`src/rtl/sar_rd_pkg.sv`:
```
package sar_rd_pkg;
  typedef struct packed {
    logic [2:0] chan;
    logic       single;
    logic       wide;
  } sar_cfg_t;

  localparam sar_cfg_t CFG_RESET = '{chan: 3'd0, single: 1'b1, wide: 1'b0};

  function automatic logic uses_twos(input sar_cfg_t c);
    if (c.single) return c.wide;
    return ~c.chan[0];
  endfunction
endpackage

```
`src/rtl/sar_rd_reqslot.sv`:
```
module sar_rd_reqslot
  import sar_rd_pkg::*;
#(
  parameter int NUM_IN = 6
) (
  input  logic     clk,
  input  logic     rst,
  input  logic     req_valid,
  input  sar_cfg_t req_cfg,
  output logic     req_ready,
  output logic     err,
  input  logic     take,
  output logic     pend_valid,
  output sar_cfg_t pend_cfg
);
  logic bad;
  assign bad       = int'(req_cfg.chan) >= NUM_IN;
  assign req_ready = ~pend_valid;

  always_ff @(posedge clk) begin
    if (rst) begin
      pend_valid <= 1'b0;
      pend_cfg   <= CFG_RESET;
      err        <= 1'b0;
    end else begin
      err <= req_valid & ~pend_valid & bad;
      if (take) pend_valid <= 1'b0;
      if (req_valid && !pend_valid && !bad) begin
        pend_valid <= 1'b1;
        pend_cfg   <= req_cfg;
      end
    end
  end

  // refused request raises error and stays out of the slot
  p_reject_r3: assert property (@(posedge clk) disable iff (rst)
    req_valid && req_ready && bad |=> err && !pend_valid);

  // a held request survives until the sequencer takes it
  p_hold_r2: assert property (@(posedge clk) disable iff (rst)
    pend_valid && !take |=> pend_valid && $stable(pend_cfg));
endmodule

```
`src/rtl/sar_rd_sequencer.sv`:
```
module sar_rd_sequencer
  import sar_rd_pkg::*;
#(
  parameter int DIV   = 2,
  parameter int QUIET = 3,
  parameter int RES_W = 12,
  parameter int LEAD  = 2
) (
  input  logic             clk,
  input  logic             rst,
  input  logic             pend_valid,
  input  sar_cfg_t         pend_cfg,
  input  logic             one_line,
  input  logic             sdo_a,
  input  logic             sdo_b,
  output logic             take,
  output logic             cs_n,
  output logic             sclk,
  output sar_cfg_t         pin_cfg,
  output logic             frame_start,
  output logic             frame_done,
  output logic [RES_W-1:0] sh_a,
  output logic [RES_W-1:0] sh_b
);
  localparam int FRAME1 = LEAD + RES_W;
  localparam int FRAME2 = 2 * FRAME1;
  localparam int CW     = $clog2(FRAME2 + 1);
  localparam int DW     = (DIV > 1) ? $clog2(DIV) : 1;
  localparam int QW     = (QUIET > 1) ? $clog2(QUIET) : 1;
  localparam logic [CW-1:0] N_SHORT = CW'(FRAME1);
  localparam logic [CW-1:0] N_LONG  = CW'(FRAME2);

  typedef enum logic [1:0] {S_IDLE, S_SETUP, S_RUN, S_QUIET} st_t;
  st_t           st;
  logic [DW-1:0] div_cnt;
  logic [CW-1:0] edges;
  logic [QW-1:0] q_cnt;
  logic          long_q;
  logic [CW-1:0] n_clk;
  logic          win_a, win_b, bit_b;

  assign take  = (st == S_IDLE) && pend_valid;
  assign n_clk = long_q ? N_LONG : N_SHORT;
  // capture windows, by 0-based rising-edge index
  assign win_a = (edges >= CW'(LEAD)) && (edges < N_SHORT);
  assign win_b = long_q ? (edges >= CW'(FRAME1 + LEAD)) : win_a;
  assign bit_b = long_q ? sdo_a : sdo_b;

  always_ff @(posedge clk) begin
    if (rst) begin
      st          <= S_IDLE;
      cs_n        <= 1'b1;
      sclk        <= 1'b0;
      div_cnt     <= '0;
      edges       <= '0;
      q_cnt       <= '0;
      long_q      <= 1'b0;
      pin_cfg     <= CFG_RESET;
      frame_start <= 1'b0;
      frame_done  <= 1'b0;
      sh_a        <= '0;
      sh_b        <= '0;
    end else begin
      frame_start <= 1'b0;
      frame_done  <= 1'b0;
      case (st)
        S_IDLE: if (pend_valid) begin
          pin_cfg <= pend_cfg;
          long_q  <= one_line;
          st      <= S_SETUP;
        end
        S_SETUP: begin
          cs_n        <= 1'b0;
          frame_start <= 1'b1;
          div_cnt     <= '0;
          edges       <= '0;
          sh_a        <= '0;
          sh_b        <= '0;
          st          <= S_RUN;
        end
        S_RUN: begin
          if (div_cnt == DW'(DIV - 1)) begin
            div_cnt <= '0;
            if (!sclk) begin
              sclk  <= 1'b1;
              edges <= edges + 1'b1;
              if (win_a) sh_a <= {sh_a[RES_W-2:0], sdo_a};
              if (win_b) sh_b <= {sh_b[RES_W-2:0], bit_b};
            end else begin
              sclk <= 1'b0;
              if (edges == n_clk) begin
                cs_n       <= 1'b1;
                frame_done <= 1'b1;
                q_cnt      <= '0;
                st         <= S_QUIET;
              end
            end
          end else begin
            div_cnt <= div_cnt + 1'b1;
          end
        end
        default: begin
          if (q_cnt == QW'(QUIET - 1)) st <= S_IDLE;
          else q_cnt <= q_cnt + 1'b1;
        end
      endcase
    end
  end

  // independent counters for the frame checks
  logic          sclk_d;
  logic [CW-1:0] rise_cnt;
  logic [31:0]   hi_cnt;
  always_ff @(posedge clk) begin
    if (rst) begin
      sclk_d   <= 1'b0;
      rise_cnt <= '0;
      hi_cnt   <= 32'(QUIET);
    end else begin
      sclk_d <= sclk;
      if (cs_n) rise_cnt <= '0;
      else if (sclk && !sclk_d) rise_cnt <= rise_cnt + 1'b1;
      if (!cs_n) hi_cnt <= '0;
      else if (hi_cnt < 32'(QUIET)) hi_cnt <= hi_cnt + 1;
    end
  end

  p_sclk_idle_r5: assert property (@(posedge clk) disable iff (rst)
    cs_n |-> !sclk);

  p_edge_count_r5: assert property (@(posedge clk) disable iff (rst)
    $rose(cs_n) |-> rise_cnt == n_clk);

  p_quiet_r8: assert property (@(posedge clk) disable iff (rst)
    $fell(cs_n) |-> hi_cnt >= 32'(QUIET));

  p_pins_hold_r4: assert property (@(posedge clk) disable iff (rst)
    !cs_n && $past(!cs_n) |-> $stable(pin_cfg));
endmodule

```
`src/rtl/sar_rd_format.sv`:
```
module sar_rd_format
  import sar_rd_pkg::*;
#(
  parameter int RES_W      = 12,
  parameter bit SIGNED_OUT = 1'b1
) (
  input  logic           clk,
  input  logic           rst,
  input  logic           frame_start,
  input  logic           frame_done,
  input  sar_cfg_t       pin_cfg,
  input  logic [RES_W-1:0] raw_a,
  input  logic [RES_W-1:0] raw_b,
  output logic           res_valid,
  output logic [RES_W:0] res_a,
  output logic [RES_W:0] res_b,
  output sar_cfg_t       res_cfg,
  output logic           res_twos
);
  sar_cfg_t       armed, cur_tag;
  logic           twos;
  logic [RES_W:0] fa, fb;

  assign twos = uses_twos(cur_tag);

  generate
    if (SIGNED_OUT) begin : g_signed
      assign fa = twos ? {raw_a[RES_W-1], raw_a}
                       : {~raw_a[RES_W-1], ~raw_a[RES_W-1], raw_a[RES_W-2:0]};
      assign fb = twos ? {raw_b[RES_W-1], raw_b}
                       : {~raw_b[RES_W-1], ~raw_b[RES_W-1], raw_b[RES_W-2:0]};
    end else begin : g_raw
      assign fa = {1'b0, raw_a};
      assign fb = {1'b0, raw_b};
    end
  endgenerate

  always_ff @(posedge clk) begin
    if (rst) begin
      armed     <= CFG_RESET;
      cur_tag   <= CFG_RESET;
      res_valid <= 1'b0;
      res_a     <= '0;
      res_b     <= '0;
      res_cfg   <= CFG_RESET;
      res_twos  <= 1'b0;
    end else begin
      res_valid <= frame_done;
      if (frame_start) begin
        cur_tag <= armed;
        armed   <= pin_cfg;
      end
      if (frame_done) begin
        res_a    <= fa;
        res_b    <= fb;
        res_cfg  <= cur_tag;
        res_twos <= twos;
      end
    end
  end

  // fully differential tags are always two's complement
  p_diff_twos_r10: assert property (@(posedge clk) disable iff (rst)
    res_valid && !res_cfg.single && !res_cfg.chan[0] |-> res_twos);
endmodule

```
`src/rtl/sar_pair_reader.sv`:
```
module sar_pair_reader
  import sar_rd_pkg::*;
#(
  parameter int DIV        = 2,
  parameter int QUIET      = 3,
  parameter int RES_W      = 12,
  parameter int LEAD       = 2,
  parameter int NUM_IN     = 6,
  parameter bit SIGNED_OUT = 1'b1
) (
  input  logic           clk,
  input  logic           rst,
  input  logic           req_valid,
  input  logic [2:0]     req_chan,
  input  logic           req_single,
  input  logic           req_wide,
  output logic           req_ready,
  output logic           req_err,
  input  logic           one_line,
  output logic           cs_n,
  output logic           sclk,
  output logic [2:0]     adc_addr,
  output logic           adc_single,
  output logic           adc_wide,
  input  logic           sdo_a,
  input  logic           sdo_b,
  output logic           res_valid,
  output logic [RES_W:0] res_a,
  output logic [RES_W:0] res_b,
  output logic [2:0]     res_chan,
  output logic           res_single,
  output logic           res_wide,
  output logic           res_twos
);
  sar_cfg_t         req_cfg, pend_cfg, pin_cfg, res_cfg;
  logic             pend_valid, take, frame_start, frame_done;
  logic [RES_W-1:0] sh_a, sh_b;

  assign req_cfg = '{chan: req_chan, single: req_single, wide: req_wide};

  sar_rd_reqslot #(.NUM_IN(NUM_IN)) u_slot (
    .clk(clk), .rst(rst), .req_valid(req_valid), .req_cfg(req_cfg),
    .req_ready(req_ready), .err(req_err), .take(take),
    .pend_valid(pend_valid), .pend_cfg(pend_cfg)
  );

  sar_rd_sequencer #(.DIV(DIV), .QUIET(QUIET), .RES_W(RES_W), .LEAD(LEAD)) u_seq (
    .clk(clk), .rst(rst), .pend_valid(pend_valid), .pend_cfg(pend_cfg),
    .one_line(one_line), .sdo_a(sdo_a), .sdo_b(sdo_b), .take(take),
    .cs_n(cs_n), .sclk(sclk), .pin_cfg(pin_cfg),
    .frame_start(frame_start), .frame_done(frame_done),
    .sh_a(sh_a), .sh_b(sh_b)
  );

  sar_rd_format #(.RES_W(RES_W), .SIGNED_OUT(SIGNED_OUT)) u_fmt (
    .clk(clk), .rst(rst), .frame_start(frame_start), .frame_done(frame_done),
    .pin_cfg(pin_cfg), .raw_a(sh_a), .raw_b(sh_b),
    .res_valid(res_valid), .res_a(res_a), .res_b(res_b),
    .res_cfg(res_cfg), .res_twos(res_twos)
  );

  assign adc_addr   = pin_cfg.chan;
  assign adc_single = pin_cfg.single;
  assign adc_wide   = pin_cfg.wide;
  assign res_chan   = res_cfg.chan;
  assign res_single = res_cfg.single;
  assign res_wide   = res_cfg.wide;

  p_valid_after_cs_r12: assert property (@(posedge clk) disable iff (rst)
    res_valid |-> cs_n && $past(cs_n) && !$past(cs_n, 2));

  p_valid_pulse_r12: assert property (@(posedge clk) disable iff (rst)
    res_valid |=> !res_valid);
endmodule

```
`config.mk`:
```
export PLATFORM = sky130hd
export DESIGN_NAME = sar_pair_reader
export DESIGN_NICKNAME = d
export VERILOG_FILES = /design/src/rtl/sar_rd_pkg.sv /design/src/rtl/sar_rd_reqslot.sv /design/src/rtl/sar_rd_sequencer.sv /design/src/rtl/sar_rd_format.sv /design/src/rtl/sar_pair_reader.sv
export SDC_FILE = /design/constraint.sdc
export NUM_CORES = 1
export LEC_CHECK = 0
export CORE_UTILIZATION = 40
export CTS_BUF_LIST = sky130_fd_sc_hd__clkbuf_8
export DETAILED_ROUTE_END_ITERATION = 7
export DONT_BUFFER_PORTS = 1
export PLACE_DENSITY = 0.63
export SLEW_MARGIN = 30
export SYNTH_ARGS = -nofsm -noshare
export SYNTH_HDL_FRONTEND = slang
export SYNTH_SLANG_ARGS = --single-unit
```
`constraint.sdc`:
```
create_clock -name clk -period 2 [get_ports clk]
set_input_delay 0 -clock clk [delete_from_list [all_inputs] [get_ports clk]]
set_output_delay 0 -clock clk [all_outputs]
set_load 0.03 [all_outputs]
```
==> results.toml <==
[route]
vias_per_cell = 5.276
avgRoutedWirePerCell_um = 14.22
remaining_drc_errors = 0
drt_wl_total_mm = 6.753
postRouteAntennaNets = 0
drt-initial-drc-count = 64
drt_pre_antenna_iters = 4
vias = 2506

[synthesis]
synthCells = 352
synth_edf_count = 0
synth-seq-cells = 92
synth_warnings = 0
seq_area_frac_synth_pct = 51.96
synth.mux.area_fraction_pct = 10.48
ys.flop_type = "dfxtp_1"
syn-num-nets = 369
async_flop_share_pct = 0
synth_fa_ha_area_share_pct = 2.118
avgSynthCellArea_um2 = 10.07
yosys.area_share.simple_pct = 15.74
synth_cell_types = 43
synth_top_family_by_area = "simple AND/OR/NAND/NOR gates"
synth-xor-area-share_pct = 0.7413
syn_area_um2 = 3545
synth_compound_area_share_pct = 14.37

[worst_setup_path]
endpoint = "u_seq.sh_b[3]"
rr_endpoint = "u_seq.sh_b[3]"
critPathArrivalTime_ns = 2.25
cpPeakStageDelay_ns = 0.72
path_cells = "inv_1 > ha_1 > nand3b_1 > nand2_1 > o22ai_1 > a22o_1"
critPathMaxFanout = 12
path_buf_inv = 1
regToRegSetupSlack_ns = 0.05
setup.worst_path.class = "register to register"
cp-start-kind = "register"
worstReg2RegStart = "u_seq.st[0]"
cp.depth = 6
reg2reg_depth = 6
crit_family = "compound AO/OA/AOI/OAI gates"
worstSetupStartpoint = "u_seq.st[0]"
cp-end-kind = "register"
required_ns = 2.30
slowest_stage = "o22ai_1"

[clock_network]
cts_buffers = 9
clock-sinks = 92
htree_levels = 3
clk_path_buf_depth = 2
cts_tree = "done"
clock_latency_ns = 0.35
cts_setup_buffers = 0
path_clk_slew_ns = 0.09
root_buffer = "clkbuf_8"

[run]
drv_cap = 0

[placement]
dp_slack_ns = 0.08553
hpwl_mm = 4.283
portBuffers = 0
gp_congestion = 0.7307
dpl_cell_area_um2 = 3635

[cells_and_area]
fin_nets = 383
diodes = 0
syn2layout_area_growth_pct = 13.02
final_util_pct = 47.80
final_area_um2 = 4006
drive_above_1_share_pct = 9.730

[power_and_ir_drop]
ir_drop_uv = 462.4
leakage_nw = 1.481
power_density_nw_per_um2 = 995.8
power_mw = 3.989

[global_routing]
grt_pass1_wl_mm = 10.98
antenna_found_initial = 0
overflow = 0
track_usage_pct = 15.60
first_global_vias = 2297
grt_max_degree = 71

[sta]
period_minus_slack_ns = 1.954
fin_skew_ns = 0.007532
slew-limit-headroom_pct = 37.05
slew_violations = 0
finalSetupViolCount = 0
fin_crit_sh_pct = 97.70
max_freq_mhz = 511.8
tightest_slew_ns = 0.9442
rsz0062_at_grt = "true"
worst_slack_ns = 0.04597
setup_tns_ns = 0
hold_viol_final = 0

[floorplan]
num_io_pins = 53
die-area_um2 = 9242
die_w_um = 96.14
rows = 33
core_um2 = 8382
start_util_pct = 42.29
die_h_um = 96.14

[status]
status = "finished, final reports clean"

[worst_hold_path]
min_path_type = "input pin to register"
## worst min-delay path by stage
stage | start | endpoint | slack (ns) | depth (start not counted)
finish | req_chan[1] | u_slot.pend_valid | 0.05 | 3
global route | rst | u_seq.sh_b[4] | 0.04 | 3
CTS | req_chan[1] | u_slot.pend_valid | 0.01 | 3
detailed placement | rst | u_fmt.res_b[8] | 0.08 | 1
global placement | rst | u_fmt.res_b[8] | 0.08 | 1
floorplan | sdo_a | u_seq.sh_a[0] | 0.13 | 1
## metrics by stage
step	instances	hold WS (ns)
finish	475	0.04543
global placement	447	0.07998
global route	475	0.03515
floorplan	352	0.1257
CTS	475	0.01053
detailed placement	447	0.08082
## cell families after synthesis
| family | after synthesis |
|---|---|
| AOI/OAI and AO/OA | 68 |
| xor gates and xnor gates | 3 |
| DFF | 92 |
| buffers and inverters | 30 |
| and+or+nand+nor | 116 |
| adders and majority gates | 6 |
| muxes | 37 |
## placed cells by master, fill, tap and decap left out, types with 2 or more instances in the layout
cell type	instances
dfxtp_1	91
nor2_1	56
mux2i_1	36
a22o_1	24
a21oi_1	19
nand2_1	16
dlygate4sd3_1	12
buf_4	12
nand3_1	11
clkbuf_8	10
inv_1	8
nor2b_1	7
nor3_1	6
ha_1	6
a211o_1	5
nand2b_1	5
o21ai_0	4
nor3b_2	3
o21bai_1	3
clkinv_4	3
and3_1	2
nand3b_1	2
and3b_1	2
o22ai_1	2
a2111oi_0	2
or4_1	2
xor2_1	2
or3_1	2
bufinv_16	2
## power breakdown
group | switching [mW] | internal, mW
Sequential | 0.109 | 1.90
Clock | 0.645 | 0.738
Combinational | 0.357 | 0.243
Total | 1.11 | 2.88
## synthesized netlist by cell type, types with 2 or more instances
cell type	n	area (µm²)
or4_1	2	15.01
a22o_1	24	210.2
dfxtp_1	92	1842
clkbuf_1	8	30.03
clkbuf_8	2	27.53
xor2_1	2	17.52
nor2b_1	7	43.79
nor3_1	6	30.03
o21ai_0	4	20.02
or3_1	2	12.51
o21bai_1	3	22.52
nor3b_2	3	37.54
a2111oi_0	2	17.52
nor2_1	56	210.2
inv_1	8	30.03
nand3_1	11	55.05
buf_4	4	30.03
nand2_1	16	60.06
a21oi_1	19	95.09
buf_2	6	30.03
ha_1	6	75.07
a211o_1	5	43.79
nand2b_1	5	31.28
and3_1	2	12.51
nand3b_1	2	15.01
o22ai_1	2	12.51
mux2i_1	36	360.4
and3b_1	2	17.52
## worst reg2reg max path: stages, from the launching register on
cell	delay (ns)
dfxtp_1	0.38
inv_1	0.09
ha_1	0.24
nand3b_1	0.13
nand2_1	0.08
o22ai_1	0.72
a22o_1	0.26
## per-layer routing
layer  share of wire (%)  vias to the layer above  track usage, %
met5                   0                        -               0
met4                 1.3                        0           6.095
met3                 6.0                        8           5.687
met2                  45                       54           23.88
met1                  48                     1174           19.85
li1                    -                     1270               -
## final cells by class
cell class | instances | area [µm²]
Clock buffer | 10 | 137.6
Clock inverter | 5 | 86.33
Fill cell | 788 | 4375
Inverter | 8 | 30.03
Multi-Input combinational cell | 230 | 1540
Sequential cell | 92 | 1843
Tap cell | 105 | 131.4
Timing Repair Buffer | 25 | 237.7
## registers in the layout, indices dropped and copies added, names as in the netlist, 2 cells and up
| register | count |
|---|---|
| u_fmt.res_a | 12 |
| u_seq.edges | 5 |
| u_fmt.armed | 5 |
| u_fmt.res_cfg | 5 |
| u_seq.st | 2 |
| u_fmt.cur_tag | 5 |
| u_seq.sh_a | 12 |
| u_seq.pin_cfg | 5 |
| u_fmt.res_b | 12 |
| u_seq.q_cnt | 2 |
| u_seq.sh_b | 12 |
| u_slot.pend_cfg | 5 |
## what timing repair did
item                                    CTS  global route
endpoints found under the hold margin    70             0
gates resized for setup                   0             0
hold buffers                             13             0
endpoints found under the setup margin    0            24
(Power assumes the default switching activity.)
